===== src/rtl/itimer_pkg.sv =====
// Shared register addresses and bit positions for the interval timer.
// Assumes the data path is at least 4 bits wide.
package itimer_pkg;
    localparam int ADDR_W = 2;

    localparam logic [ADDR_W-1:0] A_CTRL   = 2'd0;
    localparam logic [ADDR_W-1:0] A_CFG    = 2'd1;
    localparam logic [ADDR_W-1:0] A_RELOAD = 2'd2;
    localparam logic [ADDR_W-1:0] A_COUNT  = 2'd3;

    localparam int B_RUN     = 0;
    localparam int B_IE      = 1;
    localparam int B_UF      = 2;
    localparam int B_ONESHOT = 3;
endpackage


===== src/rtl/itimer_tick_sel.sv =====
// Picks one count-enable tick out of NUM_TICKS sources.
// Assumes NUM_TICKS >= 2. A select value beyond the last source yields no tick.
module itimer_tick_sel #(
    parameter int NUM_TICKS = 4,
    parameter int SEL_W     = $clog2(NUM_TICKS)
) (
    input  logic [NUM_TICKS-1:0] tick_i,
    input  logic [SEL_W-1:0]     sel_i,
    output logic                 tick_o
);
    logic [NUM_TICKS-1:0] hit;

    // One decode line per source, built by generate.
    for (genvar g = 0; g < NUM_TICKS; g++) begin : g_src
        assign hit[g] = (sel_i == SEL_W'(g)) && tick_i[g];
    end

    // Reduce the decoded lines to one enable.
    always_comb begin
        tick_o = |hit;
    end
endmodule


===== src/rtl/itimer_regs.sv =====
// Register decode for the timer: holds the reload buffer, mode,
// interrupt enable and tick select. Forwards control and config write
// strobes to the core and builds the combinational read data.
// Assumes a single write port with no wait states.
module itimer_regs
    import itimer_pkg::*;
#(
    parameter int CNT_W = 8,
    parameter int SEL_W = 2
) (
    input  logic              clk,
    input  logic              rst_n,
    input  logic              wr_en,
    input  logic [ADDR_W-1:0] wr_addr,
    input  logic [CNT_W-1:0]  wr_data,
    input  logic [ADDR_W-1:0] rd_addr,
    input  logic              run_i,
    input  logic              uf_i,
    input  logic              out_i,
    input  logic [CNT_W-1:0]  cnt_i,
    output logic [CNT_W-1:0]  rd_data,
    output logic [CNT_W-1:0]  reload_buf,
    output logic              ie,
    output logic              oneshot,
    output logic [SEL_W-1:0]  clk_sel,
    output logic              ctrl_wr,
    output logic              run_wdat,
    output logic              uf_wdat,
    output logic              cfg_wr,
    output logic              out_wdat
);
    logic reload_wr;

    // Decode the write strobes.
    always_comb begin
        ctrl_wr   = wr_en && (wr_addr == A_CTRL);
        cfg_wr    = wr_en && (wr_addr == A_CFG);
        reload_wr = wr_en && (wr_addr == A_RELOAD);
        run_wdat  = wr_data[B_RUN];
        uf_wdat   = wr_data[B_UF];
        out_wdat  = wr_data[SEL_W];
    end

    // Hold the software-owned configuration bits.
    always_ff @(posedge clk) begin
        if (!rst_n) begin
            reload_buf <= '0;
            ie         <= 1'b0;
            oneshot    <= 1'b0;
            clk_sel    <= '0;
        end else begin
            if (reload_wr) reload_buf <= wr_data;
            if (ctrl_wr) begin
                ie      <= wr_data[B_IE];
                oneshot <= wr_data[B_ONESHOT];
            end
            if (cfg_wr) clk_sel <= wr_data[SEL_W-1:0];
        end
    end

    // Assemble the read data for the addressed register.
    always_comb begin
        rd_data = '0;
        unique case (rd_addr)
            A_CTRL: begin
                rd_data[B_RUN]     = run_i;
                rd_data[B_IE]      = ie;
                rd_data[B_UF]      = uf_i;
                rd_data[B_ONESHOT] = oneshot;
            end
            A_CFG: begin
                rd_data[SEL_W-1:0] = clk_sel;
                rd_data[SEL_W]     = out_i;
            end
            A_RELOAD: rd_data = reload_buf;
            A_COUNT:  rd_data = cnt_i;
            default:  rd_data = '0;
        endcase
    end
endmodule


===== src/rtl/itimer_core.sv =====
// Counting engine: load on start, decrement on the selected tick,
// underflow on the 1 -> 0 step, output toggle, delayed sticky flag,
// and one-shot self-stop.
// Assumes the tick is a one-cycle enable. On a clash, a control write
// takes priority over counting.
module itimer_core #(
    parameter int CNT_W = 8
) (
    input  logic             clk,
    input  logic             rst_n,
    input  logic             tick,
    input  logic             oneshot,
    input  logic [CNT_W-1:0] reload_buf,
    input  logic             ctrl_wr,
    input  logic             run_wdat,
    input  logic             uf_wdat,
    input  logic             cfg_wr,
    input  logic             out_wdat,
    output logic             run_o,
    output logic             uf_o,
    output logic             out_o,
    output logic [CNT_W-1:0] cnt_o
);
    localparam logic [CNT_W-1:0] ONE = CNT_W'(1);

    logic start, stop_req, step, uf_evt, pend;

    // Classify this cycle's events.
    always_comb begin
        start    = ctrl_wr && run_wdat && !run_o;
        stop_req = ctrl_wr && !run_wdat;
        step     = run_o && tick && !stop_req;
        uf_evt   = step && (cnt_o == ONE);
    end

    // Enable bit: set by software, cleared by software or a one-shot underflow.
    always_ff @(posedge clk) begin
        if (!rst_n)                  run_o <= 1'b0;
        else if (start)              run_o <= 1'b1;
        else if (stop_req)           run_o <= 1'b0;
        else if (uf_evt && oneshot)  run_o <= 1'b0;
    end

    // Counter: load, reload or decrement.
    always_ff @(posedge clk) begin
        if (!rst_n)       cnt_o <= '0;
        else if (start)   cnt_o <= reload_buf;
        else if (uf_evt)  cnt_o <= oneshot ? '0 : reload_buf;
        else if (step)    cnt_o <= cnt_o - ONE;
    end

    // Timer output level: software write first, then underflow toggle.
    always_ff @(posedge clk) begin
        if (!rst_n)       out_o <= 1'b0;
        else if (cfg_wr)  out_o <= out_wdat;
        else if (uf_evt)  out_o <= ~out_o;
    end

    // Pending marker: the flag is posted on the next selected tick.
    always_ff @(posedge clk) begin
        if (!rst_n)       pend <= 1'b0;
        else if (uf_evt)  pend <= 1'b1;
        else if (tick)    pend <= 1'b0;
    end

    // Sticky underflow flag: posting wins over a software clear.
    always_ff @(posedge clk) begin
        if (!rst_n)                   uf_o <= 1'b0;
        else if (tick && pend)        uf_o <= 1'b1;
        else if (ctrl_wr && !uf_wdat) uf_o <= 1'b0;
    end

    a_r2_start_load: assert property (@(posedge clk) disable iff (!rst_n)
        (ctrl_wr && run_wdat && !run_o) |=> (cnt_o == $past(reload_buf)));

    a_r3_hold_no_tick: assert property (@(posedge clk) disable iff (!rst_n)
        (!tick && !ctrl_wr) |=> $stable(cnt_o));

    a_r4_oneshot_halt: assert property (@(posedge clk) disable iff (!rst_n)
        (run_o && tick && oneshot && cnt_o == ONE && !ctrl_wr) |=> (!run_o && cnt_o == '0));

    a_r5_out_toggle: assert property (@(posedge clk) disable iff (!rst_n)
        (run_o && tick && cnt_o == ONE && !ctrl_wr && !cfg_wr) |=> (out_o != $past(out_o)));

    a_r6_flag_on_tick: assert property (@(posedge clk) disable iff (!rst_n)
        $rose(uf_o) |-> $past(tick));

    a_r7_flag_sticky: assert property (@(posedge clk) disable iff (!rst_n)
        (uf_o && !(ctrl_wr && !uf_wdat)) |=> uf_o);

    a_r9_reload: assert property (@(posedge clk) disable iff (!rst_n)
        (run_o && tick && !oneshot && cnt_o == ONE && !ctrl_wr)
            |=> (run_o && cnt_o == $past(reload_buf)));
endmodule


===== src/rtl/itimer_top.sv =====
// Interval timer top: tick select, register decode and counting core.
// Drives the interrupt request from the sticky flag and the interrupt enable.
// Assumes a synchronous active-low reset and single-cycle register writes.
module itimer_top #(
    parameter int CNT_W     = 8,
    parameter int NUM_TICKS = 4,
    localparam int SEL_W    = $clog2(NUM_TICKS)
) (
    input  logic                 clk,
    input  logic                 rst_n,
    input  logic [NUM_TICKS-1:0] tick_in,
    input  logic                 wr_en,
    input  logic [1:0]           wr_addr,
    input  logic [CNT_W-1:0]     wr_data,
    input  logic [1:0]           rd_addr,
    output logic [CNT_W-1:0]     rd_data,
    output logic                 irq,
    output logic                 tmr_out
);
    logic             tick_sel, ie, oneshot;
    logic [SEL_W-1:0] clk_sel;
    logic [CNT_W-1:0] reload_buf, cnt;
    logic             ctrl_wr, run_wdat, uf_wdat, cfg_wr, out_wdat;
    logic             run, uf;

    itimer_tick_sel #(.NUM_TICKS(NUM_TICKS), .SEL_W(SEL_W)) u_sel (
        .tick_i(tick_in), .sel_i(clk_sel), .tick_o(tick_sel)
    );

    itimer_regs #(.CNT_W(CNT_W), .SEL_W(SEL_W)) u_regs (
        .clk(clk), .rst_n(rst_n), .wr_en(wr_en), .wr_addr(wr_addr),
        .wr_data(wr_data), .rd_addr(rd_addr), .run_i(run), .uf_i(uf),
        .out_i(tmr_out), .cnt_i(cnt), .rd_data(rd_data),
        .reload_buf(reload_buf), .ie(ie), .oneshot(oneshot),
        .clk_sel(clk_sel), .ctrl_wr(ctrl_wr), .run_wdat(run_wdat),
        .uf_wdat(uf_wdat), .cfg_wr(cfg_wr), .out_wdat(out_wdat)
    );

    itimer_core #(.CNT_W(CNT_W)) u_core (
        .clk(clk), .rst_n(rst_n), .tick(tick_sel), .oneshot(oneshot),
        .reload_buf(reload_buf), .ctrl_wr(ctrl_wr), .run_wdat(run_wdat),
        .uf_wdat(uf_wdat), .cfg_wr(cfg_wr), .out_wdat(out_wdat),
        .run_o(run), .uf_o(uf), .out_o(tmr_out), .cnt_o(cnt)
    );

    // Interrupt request: flag qualified by its enable.
    always_comb begin
        irq = uf && ie;
    end

    a_r8_irq_needs_enable: assert property (@(posedge clk) disable iff (!rst_n)
        $rose(irq) |-> (ie && uf));
endmodule


===== config.mk =====
export PLATFORM = sky130hd
export DESIGN_NAME = itimer_top
export DESIGN_NICKNAME = d
export VERILOG_FILES = /design/src/rtl/itimer_pkg.sv /design/src/rtl/itimer_tick_sel.sv /design/src/rtl/itimer_regs.sv /design/src/rtl/itimer_core.sv /design/src/rtl/itimer_top.sv
export SDC_FILE = /design/constraint.sdc
export NUM_CORES = 1
export LEC_CHECK = 0
export BUFFER_PORTS_ARGS = -buffer_cell sky130_fd_sc_hd__buf_4
export CORE_UTILIZATION = 40
export CTS_CLUSTER_DIAMETER = 150
export CTS_CLUSTER_SIZE = 20
export DETAILED_ROUTE_END_ITERATION = 16
export SYNTH_ARGS = -nofsm -noshare
export SYNTH_HDL_FRONTEND = slang
export SYNTH_SLANG_ARGS = --single-unit

===== constraint.sdc =====
create_clock -name clk -period 2.7 [get_ports clk]
set_clock_uncertainty 0.15 [all_clocks]
set_input_delay 0.135 -clock clk [delete_from_list [all_inputs] [get_ports clk]]
set_output_delay 0.135 -clock clk [all_outputs]
set_load 0.005 [all_outputs]

### Word-level counts from Yosys, hierarchy flattened

Index checks and enable logic that the tools add are counted.

| operators by class | value |
|---|---|
| $add $sub $neg | 1 |
| equality and inequality tests | 9 |
| reductions and logical operators | 30 |
| multiplexer cells | 16 |
| bitwise logic cells | 1 |

Operators with widths:

| cell | number |
|---|---|
| $mux W8 | 4 |
| $logic_and A1 B1 Y1 | 17 |
| $pmux W3 S4 | 1 |
| $eq A2 B2 Y1 const B | 5 |
| $mux W1 | 9 |
| $eq A8 B1 Y1 const B | 1 |
| $pmux W4 S2 | 1 |
| $sub A8 B1 Y8 const B | 1 |
| $eq A2 B1 Y1 const B | 3 |
| $logic_not A2 Y1 | 3 |
| $reduce_bool A2 Y1 | 3 |
| $reduce_bool A3 Y1 | 2 |
| $logic_not A1 Y1 | 4 |
| $reduce_or A4 Y1 | 1 |
| $pmux W1 S3 | 1 |
| $not A1 Y1 | 1 |

| word-level totals | value |
|---|---|
| register bits after elaboration | 24 |
| logic and storage cells | 66 |
| output and inout bits | 10 |

### Logic depth before layout (Yosys ltp)

Gate-level depths: netlist of the first run.

| depth | value |
|---|---|
| depth after elaboration | 10 |
| gate-level depth with buffers | 7 |

### By module

A second synthesis of the first run with hierarchy kept.

| unflattened totals | value |
|---|---|
| cell total of the unflattened synthesis | 172 |
| area, all modules | 1461.4 sq um |

By module, submodules not included:

| module | area an instance (sq um) | instances | cells each |
|---|---|---|---|
| itimer_core | 747.0 | 1 | 100 |
| itimer_regs | 685.7 | 1 | 70 |
| itimer_tick_sel | 22.5 | 1 | 1 |
| itimer_top | 6.3 | 1 | 1 |

### Worst setup path after synthesis of the first run

Ideal clock, no wire load.

| timing path | value |
|---|---|
| kind | flip-flop to flip-flop |
| start | register u_core.cnt_o[2] |
| end | register u_core.cnt_o[0] |
| arrival time | 1702 ps |
| required time | 2422 ps |
| path buffers | 0 |
| cell stages (with the launch flop) | 6 |
| path slack | 720 ps |
| path through | dfxtp_1 -> or4_4 -> nor3b_4 -> nand2_2 -> a221oi_1 -> a211oi_1 |

| on the way | value |
|---|---|
| longest elaborated chain between the ends | 4 |
| elaborated cells on any way between the ends | 5 |
| those cells by class | 1 x eq/ne; 2 x mux; 2 x reduce/logical |

Ends and longest elaborated chain:

| item | RTL line | text |
|---|---|---|
| start: declaration | itimer_core.sv:22 | `output logic [CNT_W-1:0] cnt_o` |
| start signal: assignment | itimer_core.sv:47 | `else if (start) cnt_o <= reload_buf;` |
| start signal: assignment | itimer_core.sv:48 | `else if (uf_evt) cnt_o <= oneshot ? '0 : reload_buf;` |
| start signal: assignment | itimer_core.sv:49 | `else if (step) cnt_o <= cnt_o - ONE;` |
| $eq A8 B1 Y1 * | itimer_core.sv:33 | `uf_evt = step && (cnt_o == ONE);` |
| $logic_and A1 B1 Y1 * | itimer_core.sv:33 |  |
| $mux W8 | itimer_core.sv:48 |  |
| $mux W8 | itimer_core.sv:47 |  |

Every way passes the cells marked *; elsewhere a longest branch is shown, timed or not.
A chain may end at the register's enable or synchronous reset.

### Final worst setup path of the first run

Same ends and word-level chain as after synthesis.

==> out/results.tsv, run 1 <==
metric	value	unit
status	complete, no violations	
fin nets	202	
post-cts sizing count	0	
Die H	60.6	µm
RD Place Congestion	0.856	
largest net degree at the start of global routing	22	
vias per cell	5.51	
CTS tree	done	
Final Cycle Share	82.7	%
HPWL after detailed placement	2430	µm
GRT Total Usage	20.2	%
required time worst endpoint	2.73	ns
Post-synth top cells	dfxtp_1 (24), nor2_1 (20), mux2i_1 (16)	
syn_nets	166	
Final Hold Viols	0	
slew margin rel.	54.1	%
Synth Instances	145	
Routed WL per cell	14.7	µm
part of the power in combinational logic	18.7	%
CP Class	flop to flop	
final worst slack	0.467	ns
Initial DRC Count	72	
fillers	304	
FP Rows	20	
Internal	598	µW
Yosys top cell by area	dfxtp_1	
Cell variety after synth	43	
Max clock buf depth	2	
Syn-to-layout area delta	28.0	%
fin. max-slew vios	0	
vias in the first global route	1195	
leak pwr	0.000778	µW
Initial Util	43.5	%
DRC	0	
Clk pin slew, worst setup/hold paths	0.13	ns
startpoint types	flop	
unrepaired setup endpoints after global routing	false	
synthesized area per cell	9.46	µm²
pre-CTS setup slack	0.523	ns
Psw	192	µW
crit path DAT	2.26	ns
Root Buffer	clkbuf_4	
warnings from Yosys	0	
Yosys top cell area share	35.0	%
clock buffer count from CTS	3	
worst skew pair latency	0.32	ns
Max Freq	0.448	GHz
Seq pwr share	48.5	%
number of synthesized register bits	24	
measured slew at the worst slew-check pin	0.687	ns
Slowest-stage cell, CP	or4_4	
count leader, synth	dfxtp_1	
grt total ovfl	0	
largest cells by area after synthesis	dfxtp_1 (35%), mux2i_1 (12%), nor2_1 (5.5%)	
Routed Antenna Nets	0	
endpoints failing setup	0	
CP max FO	10	
Port Buffers	28	
fraction of layout cells with a size suffix above 1	25.0	%
Max Cap Viol	0	
Clk pwr share	32.8	%
first-pass GRT wire length	5460	µm
initial antenna violation count	0	
Power per Cell Area	450	mW/mm²
sequential element share of the synthesized area	35.0	%
final wirelength	3290	µm
Antenna diodes	0	
H-tree levels	1	
asr flop ratio synth	0	%
num ports	29	
ys flop type	dfxtp_1	
synthesized area	0.00137	mm²
Max VDD drop	0.332	mV
worst hold path class	primary input to flop	
core area	0.00315	mm²
vias	1234	
CTS sink cnt	24	
Die ar.	0.00367	mm²
cells along the critical path	or4_4, nor3b_4, nand2_2, a221oi_1, a211oi_1	
Total Neg Setup Slack	0	ns
Die Width	60.6	µm
switching part of the total	24.3	%
min cycle time layout	2.23	ns
CP max stage delay	0.59	ns
critical path capture point type	flop	
number of enable flip-flop cells after synthesis	0	
DR pass1 iterations	5	
==> metal layers <==
| layer | up-vias | wire [µm] | global-route usage [%] |
|---|---|---|---|
| met5 | - | 0 | 0 |
| met4 | 0 | 19 | 3.57 |
| met3 | 2 | 114 | 4.69 |
| met2 | 27 | 1600 | 34.5 |
| met1 | 597 | 1560 | 26.3 |
| li1 | 608 | - | - |
==> power groups by stage <==
stage	Sequential [µW]	Clock (µW)	Combinational, µW
after floorplan	385	0	91.9
after global placement	390	0	136
after detailed placement	390	0	137
after CTS	383	268	147
after global routing	385	279	163
final	383	259	148
==> placed cells by master, fill, tap and decap left out, types with 2 or more instances in the layout <==
| cell | count |
|---|---|
| xor2_1 | 2 |
| xnor2_1 | 3 |
| nand3b_1 | 2 |
| a211oi_1 | 3 |
| clkbuf_4 | 3 |
| nand2b_1 | 2 |
| nor2_1 | 20 |
| mux2i_1 | 16 |
| o21ai_1 | 4 |
| a21oi_1 | 7 |
| dlygate4sd3_1 | 9 |
| ha_1 | 2 |
| and3_1 | 2 |
| inv_1 | 4 |
| mux4_2 | 3 |
| nor3b_4 | 2 |
| a22oi_1 | 6 |
| nor2b_1 | 4 |
| dfxtp_1 | 24 |
| nand2_1 | 4 |
| o21ai_0 | 7 |
| buf_4 | 28 |
==> final timing paths <==
kind	end	from	cells after the start	slack [ns]
max	u_core.cnt_o[0]$_SDFFE_PN0P_	u_core.cnt_o[2]$_SDFFE_PN0P_	5	0.47
min	u_core.out_o$_SDFFE_PN0P_	wr_addr[1]	3	0.13
max reg2reg	u_core.cnt_o[0]$_SDFFE_PN0P_	u_core.cnt_o[2]$_SDFFE_PN0P_	5	0.47
min reg2reg	u_core.uf_o$_SDFFE_PN0P_	u_core.pend$_SDFFE_PN0P_	2	0.33
==> worst max-delay path: cells and delay by family (launching register included) <==
kind / cells / cell delay (ns)
AOI/OAI and AO/OA: 2 / 0.39
and+or+nand+nor: 3 / 1.17
DFF: 1 / 0.39
==> layout make-up <==
type	instances	area, µm²	share of cell area [%]
Clock buffer	3	22.5	1.28
Tap cell	44	55.1	3.14
Clock inverter	1	30.0	1.71
Multi-Input combinational cell	111	852	48.5
Inverter	4	15.0	0.855
Timing Repair Buffer	37	300	17.1
Sequential cell	24	480	27.4
==> stage by stage <==
stage	area (µm²)	hold slack, ns	utilization, %	cells	total power, µW
2_1_floorplan	1370	0.121	-	145	477
3_3_place_gp	1610	0.217	51.2	211	526
3_5_place_dp	1610	0.225	51.2	211	527
4_1_cts	1760	0.119	55.7	224	798
5_1_grt	1760	0.161	55.7	224	826
6_report	1760	0.129	55.7	224	790
==> cell families after synthesis <==
group	synth area share [%]
compound gates	17.3
flops	35.0
fa+ha+maj	1.82
xor+xnor	3.19
mux	19.3
simple gates	20.4
buf+inv	2.83
==> repair_timing <==
action | CTS | global route
hold endpoints to repair | 16 | 0
hold buffers | 9 | 0
buffers inserted | 0 | 0
==> registers in the layout, indices dropped and copies added, names as in the netlist <==
signal	flops
u_regs.ie	1
u_core.cnt_o	8
u_core.run_o	1
u_regs.clk_sel	2
u_regs.oneshot	1
u_core.pend	1
u_core.out_o	1
u_core.uf_o	1
u_regs.reload_buf	8
Power figures use the tool's default switching activity.
==> run 2: changes to the inputs <==
==> constraint.sdc (replaced) <==
create_clock -name clk -period 1.9 [get_ports clk]
set_clock_uncertainty 0.15 [all_clocks]
set_input_delay 0.095 -clock clk [delete_from_list [all_inputs] [get_ports clk]]
set_output_delay 0.095 -clock clk [all_outputs]
set_load 0.005 [all_outputs]
==> run 2 against run 1 <==
  * The flow now finishes with violations (negative setup slack)
  * Global-route usage rose by 1.0 points
  * Register-to-register slack worse by 0.54 ns
  * Final cell count up 9.8%
  * Clock-buffer cell count did not move
  * Combinational power up 82%
  * Worst hold slack worse by 0.061 ns
  * Power increased by 52%
  * Largest cell class unchanged
  * Highest routed layer unchanged
==> out/results.tsv, run 2 (synthesis gave the netlist of run 1 again) <==
metric	value	unit	change
RR Endpoint	u_core.cnt_o[0]$_SDFFE_PN0P_		
Max VDD drop	0.477	mV	+44%
min cycle time layout	1.97	ns	-0.260 ns
num ports	29		unchanged
CP Class	flop to flop		
failing checks	negative setup slack		
final hold slack	0.0681	ns	-0.0612 ns
H-tree levels	1		unchanged
HPWL after detailed placement	2560	µm	+5.6%
vias	1288		+4.4%
Max Cap Viol	0		unchanged
Largest regs	u_core.cnt_o x8, u_regs.reload_buf x8, u_regs.clk_sel x2		
largest net degree at the start of global routing	22		unchanged
Root Buffer	clkbuf_4		
CTS tree	done		
Die H	60.6	µm	unchanged
CTS sink cnt	24		unchanged
Layout Utilization	63.8	%	+8.1 points
GRT Total Usage	21.2	%	+1.0 points
reg2reg start	u_regs.clk_sel[0]$_SDFFE_PN0P_		
Power per Cell Area	596	mW/mm²	+32%
startpoint types	flop		
Clk pin slew, worst setup/hold paths	0.14	ns	about the same
endpoints failing setup	6		+6
DR pass1 iterations	4		-1
fin. max-slew vios	0		unchanged
leak pwr	0.000924	µW	+19%
R2R depth	5		unchanged
RD Place Congestion	0.831		-2.9%
slew margin rel.	55.4	%	+1.3 points
critical path capture point type	flop		
worst hold path class	primary input to flop		
Seq pwr share	45.2	%	-3.3 points
clock buffer count from CTS	3		unchanged
Routed Antenna Nets	0		unchanged
Clk pwr share	32.2	%	-0.6 points
grt total ovfl	0		unchanged
worst skew pair latency	0.33	ns	about the same
DRC	0		unchanged
FP Rows	20		unchanged
required time worst endpoint	1.95	ns	-0.78 ns
Die Width	60.6	µm	unchanged
unrepaired setup endpoints after global routing	true		
Psw	307	µW	+60%
measured slew at the worst slew-check pin	0.669	ns	-0.0188 ns
fraction of layout cells with a size suffix above 1	39.6	%	+15 points
initial antenna violation count	0		unchanged
status	finished with violations		
vias per cell	5.24		-5.0%
Critical path origin	u_regs.clk_sel[0]$_SDFFE_PN0P_		
M3 GR Usage	1.92	%	-2.8 points
Routed WL per cell	14.7	µm	about the same
switching part of the total	25.6	%	+1.3 points
core area	0.00315	mm²	unchanged
crit path DAT	2.03	ns	-0.23 ns
Final Cycle Share	104	%	+21 points
Max Freq	0.507	GHz	+13%
worst reg2reg setup slack	-0.07	ns	-0.54 ns
final wirelength	3620	µm	+9.8%
Syn-to-layout area delta	46.6	%	
met1 GRT Util	31.1	%	+4.7 points
CP max FO	5		-5
vias in the first global route	1212		+1.4%
part of the power in combinational logic	22.6	%	+3.9 points
most common cell after layout, fill and taps aside	buf_4		
Hold Path Origin	wr_addr[1]		
Die ar.	0.00367	mm²	unchanged
Final Hold Viols	0		unchanged
GRT busiest layer	met2		
worst hold path depth	3		unchanged
Max clock buf depth	2		unchanged
Initial DRC Count	70		-2.8%
most frequent cells in the layout	buf_4 (45), nor2_1 (20), dfxtp_1 (19)		
met2 global-route usage	33.4	%	-1.1 points
Antenna diodes	0		unchanged
fin nets	224		+11%
Port Buffers	28		unchanged
first-pass GRT wire length	5780	µm	+5.7%
final worst slack	-0.0729	ns	-0.540 ns
Internal	891	µW	+49%
Initial Util	43.5	%	unchanged
crit path to	u_core.cnt_o[0]$_SDFFE_PN0P_		
run 2: worst min-delay path by stage:
stage                                              endpoint  slack, ns
after floorplan                u_core.cnt_o[3]$_SDFFE_PN0P_       0.07
after global placement    u_regs.reload_buf[7]$_SDFFE_PN0P_       0.18
after detailed placement  u_regs.reload_buf[7]$_SDFFE_PN0P_       0.19
after CTS                         u_core.out_o$_SDFFE_PN0P_       0.07
after global routing              u_core.out_o$_SDFFE_PN0P_       0.08
final                             u_core.out_o$_SDFFE_PN0P_       0.07
run 2: critical path, cell delays in order (launching register included):
cell and delay [ns]:
dfxtp_2 0.37, mux4_2 0.52, o211a_4 0.18, a31o_4 0.27
a221oi_2 0.28, a211oi_1 0.07
run 2: what timing repair did:
action / in CTS / in global routing
resized for setup: 5 / 14
hold endpoints to repair: 17 / 0
hold buffers: 9 / 0
buffers inserted: 2 / 2
pin swaps: 2 / 6
setup endpoints to repair: 10 / 11
run 2: power by group through the flow:
stage	Combinational [µW]	Clock (µW)	Sequential, µW
floorplan	132	0	548
global placement	221	0	550
detailed placement	226	0	550
CTS	249	382	539
global route	295	404	544
finish	270	386	541
run 2: per-layer routing:
layer | vias to the layer above | routed length, µm
met2 | 22 | 1710
li1 | 648 | -
met1 | 612 | 1800
met3 | 6 | 72
met5 | - | 0
met4 | 0 | 34
run 2: layout make-up:
class                      instances  area (µm²)
clock buffer                       3        22.5
fill                             268        1140
sequential                        24         487
tap                               44        55.1
multi-input combinational        111         917
timing repair buffer              59         484
inverter                           4        15.0
clock inverter                     1        30.0
run 2: stage by stage:
| stage | std cells | setup TNS, ns | power, µW | setup WS [ns] | instance area, µm² |
|---|---|---|---|---|---|
| global placement | 229 | -0.189 | 771 | -0.0672 | 1760 |
| global route | 246 | -0.779 | 1240 | -0.145 | 2010 |
| finish | 246 | -0.273 | 1200 | -0.0729 | 2010 |
| floorplan | 145 | -0.0344 | 680 | -0.0182 | 1390 |
| CTS | 244 | -0.320 | 1170 | -0.0815 | 1940 |
| detailed placement | 229 | -0.378 | 776 | -0.107 | 1760 |
==> run 3: changes to the inputs <==
--- a/config.mk
+++ b/config.mk
@@ -6,10 +6,13 @@
 export NUM_CORES = 1
 export LEC_CHECK = 0
 export BUFFER_PORTS_ARGS = -buffer_cell sky130_fd_sc_hd__buf_4
-export CORE_UTILIZATION = 40
+export CELL_PAD_IN_SITES_DETAIL_PLACEMENT = 1
+export CELL_PAD_IN_SITES_GLOBAL_PLACEMENT = 1
+export CORE_UTILIZATION = 36
 export CTS_CLUSTER_DIAMETER = 150
 export CTS_CLUSTER_SIZE = 20
 export DETAILED_ROUTE_END_ITERATION = 16
+export PLACE_DENSITY_LB_ADDON = 0.1
 export SYNTH_ARGS = -nofsm -noshare
 export SYNTH_HDL_FRONTEND = slang
 export SYNTH_SLANG_ARGS = --single-unit
==> run 3 against run 2 <==
  * The flow still finishes with violations (negative setup slack)
  * Clock-buffer cell count stayed put
  * Largest cell class unchanged
  * Via count rose by 5.3%
  * Sequential share of layout area shrank 0.27 points
  * Die area up 11%
  * Non-clock buffer count unchanged
  * Combinational power about the same
==> out/results.tsv, run 3 (synthesis gave the netlist of run 1 again) <==
metric	value	unit	change
met2 wire len	2150	µm	+26%
H-tree levels	1		unchanged
part of the power in combinational logic	20.9	%	-1.7 points
switching part of the total	25.6	%	-0.071 points
Worst Path Buf+Inv	1		+1
Seq pwr share	42.4	%	-2.8 points
Largest regs	u_core.cnt_o x8, u_regs.reload_buf x8, u_regs.clk_sel x2		
final worst slack	-0.170	ns	-0.0969 ns
DR pass1 iterations	4		unchanged
RR Endpoint	u_core.cnt_o[5]$_SDFFE_PN0P_		
endpoints failing setup	9		+3
Antenna diodes	0		unchanged
Max clock buf depth	2		unchanged
fraction of layout cells with a size suffix above 1	37.6	%	-2.0 points
FP Rows	22		+10%
crit path to	u_core.cnt_o[5]$_SDFFE_PN0P_		
Root Buffer	clkbuf_8		
Critical path origin	u_core.cnt_o[5]$_SDFFE_PN0P_		
unrepaired setup endpoints after global routing	true		
clock buffer count from CTS	3		unchanged
largest net degree at the start of global routing	22		unchanged
Max Cap Viol	0		unchanged
Die ar.	0.00406	mm²	+11%
critical path capture point type	flop		
status	finished with violations		
RD Place Congestion	0.906		+9.0%
Routed Antenna Nets	0		unchanged
Internal	951	µW	+6.7%
Die H	63.7	µm	+5.2%
failing checks	negative setup slack		
core area	0.00366	mm²	+16%
Clk pin slew, worst setup/hold paths	0.10	ns	-0.04 ns
vias per cell	5.42		+3.6%
max layer used	met4		
cells along the critical path	or4_4, nor3b_4, buf_4, and3_1, o21ai_1, a21oi_1		
Power per Cell Area	630	mW/mm²	+5.7%
most common cell after layout, fill and taps aside	buf_4		
Initial DRC Count	68		-2.9%
Syn-to-layout area delta	47.9	%	
CP max stage delay	0.56	ns	+0.04 ns
vias in the first global route	1436		+18%
crit path DAT	2.11	ns	+0.08 ns
worst skew pair latency	0.28	ns	-0.05 ns
fillers	404		+51%
worst reg2reg setup slack	-0.17	ns	-0.10 ns
CTS sink cnt	24		unchanged
measured slew at the worst slew-check pin	0.717	ns	+0.0486 ns
Final Cycle Share	109	%	+5.1 points
worst hold path class	primary input to flop		
most frequent cells in the layout	buf_4 (47), nor2_1 (20), dfxtp_1 (20)		
slew margin rel.	52.1	%	-3.2 points
CTS tree	done		
Slowest-stage cell, CP	or4_4		
Final Hold Viols	0		unchanged
Max VDD drop	0.384	mV	-19%
required time worst endpoint	1.94	ns	about the same
R2R depth	6		+1
Die Width	63.7	µm	+5.2%
first-pass GRT wire length	6980	µm	+21%
HPWL after detailed placement	2900	µm	+13%
Layout Utilization	55.4	%	-8.4 points
Placed Instances	233		+1.7%
fin. max-slew vios	0		unchanged
cell family with most CP delay	simple AND/OR/NAND/NOR gates		
CP max FO	6		+1
Clk pwr share	36.7	%	+4.5 points
total power	1280	µW	+6.6%
DRC	0		unchanged
initial antenna violation count	0		unchanged
metal3 WL	130	µm	+81%
Routed WL per cell	17.5	µm	+19%
CP Class	flop to flop		
WL met1	1990	µm	+10%
startpoint types	flop		
Psw	327	µW	+6.3%
fin cells	250		+1.6%
fin nets	224		unchanged
pre-CTS setup slack	-0.114	ns	-0.00667 ns
Initial Util	37.5	%	-6.0 points
vias	1356		+5.3%
Port Buffers	28		unchanged
post-route cell area	0.00203	mm²	+0.87%
num ports	29		unchanged
Max Freq	0.483	GHz	-4.7%
grt total ovfl	0		unchanged
GRT Total Usage	22.7	%	+1.5 points
final wirelength	4370	µm	+21%
min cycle time layout	2.07	ns	+0.0969 ns
Worst path depth	6		+1
leak pwr	0.000911	µW	-1.5%
reg2reg start	u_core.cnt_o[5]$_SDFFE_PN0P_		
Placed Area	0.00178	mm²	+0.99%
run 3: cell counts in the layout (fill, tap and decap cells not counted):
Identical to the previous run, type by type.
run 3: worst min-delay path by stage:
| stage | slack (ns) | cells after the start | endpoint | startpoint |
|---|---|---|---|---|
| floorplan | 0.07 | 2 | u_core.cnt_o[3]$_SDFFE_PN0P_ | rst_n |
| global placement | 0.18 | 3 | u_regs.reload_buf[6]$_SDFFE_PN0P_ | wr_data[6] |
| detailed placement | 0.19 | 3 | u_regs.reload_buf[6]$_SDFFE_PN0P_ | wr_data[6] |
| CTS | 0.14 | 3 | u_core.out_o$_SDFFE_PN0P_ | wr_en |
| global route | 0.17 | 3 | u_core.out_o$_SDFFE_PN0P_ | wr_en |
| finish | 0.15 | 3 | u_core.out_o$_SDFFE_PN0P_ | wr_en |
run 3: repair_timing:
action | CTS | global route
pin swaps | 4 | 5
resized for setup | 6 | 3
endpoints found under the setup margin | 9 | 11
buffers inserted | 3 | 1
hold buffers | 9 | 0
cloned | 0 | 0
endpoints found under the hold margin | 15 | 0
run 3: tightest hold or removal path, stage by stage:
cell	delay (ns)
buf_4	0.12
nand3b_1	0.22
a211oi_2	0.10
run 3: power groups by stage:
stage	clock network, µW	logic [µW]	registers (µW)
floorplan	0	132	548
global placement	0	228	550
detailed placement	0	233	551
CTS	475	258	541
global route	489	289	544
finish	469	267	542
run 3: layer usage:
layer | global-route usage [%] | vias to the layer above
met1 | 28.5 | 672
met5 | 0 | -
met2 | 38.7 | 29
met3 | 3.08 | 10
met4 | 8.81 | 0
li1 | - | 645
run 3: layout make-up:
type	instances	area, µm²	area share, %
inverter	4	15.0	0.740
sequential	24	485	23.9
timing repair buffer	59	494	24.4
clock buffer	3	41.3	2.04
clock inverter	1	30.0	1.48
tap	48	60.1	2.96
multi-input combinational	111	902	44.5
run 3: stage by stage:
stage	hold slack [ns]	setup TNS (ns)
3_3_place_gp	0.176	-0.302
6_report	0.146	-0.708
5_1_grt	0.171	-1.61
2_1_floorplan	0.0733	-0.0344
3_5_place_dp	0.190	-0.472
4_1_cts	0.145	-0.449
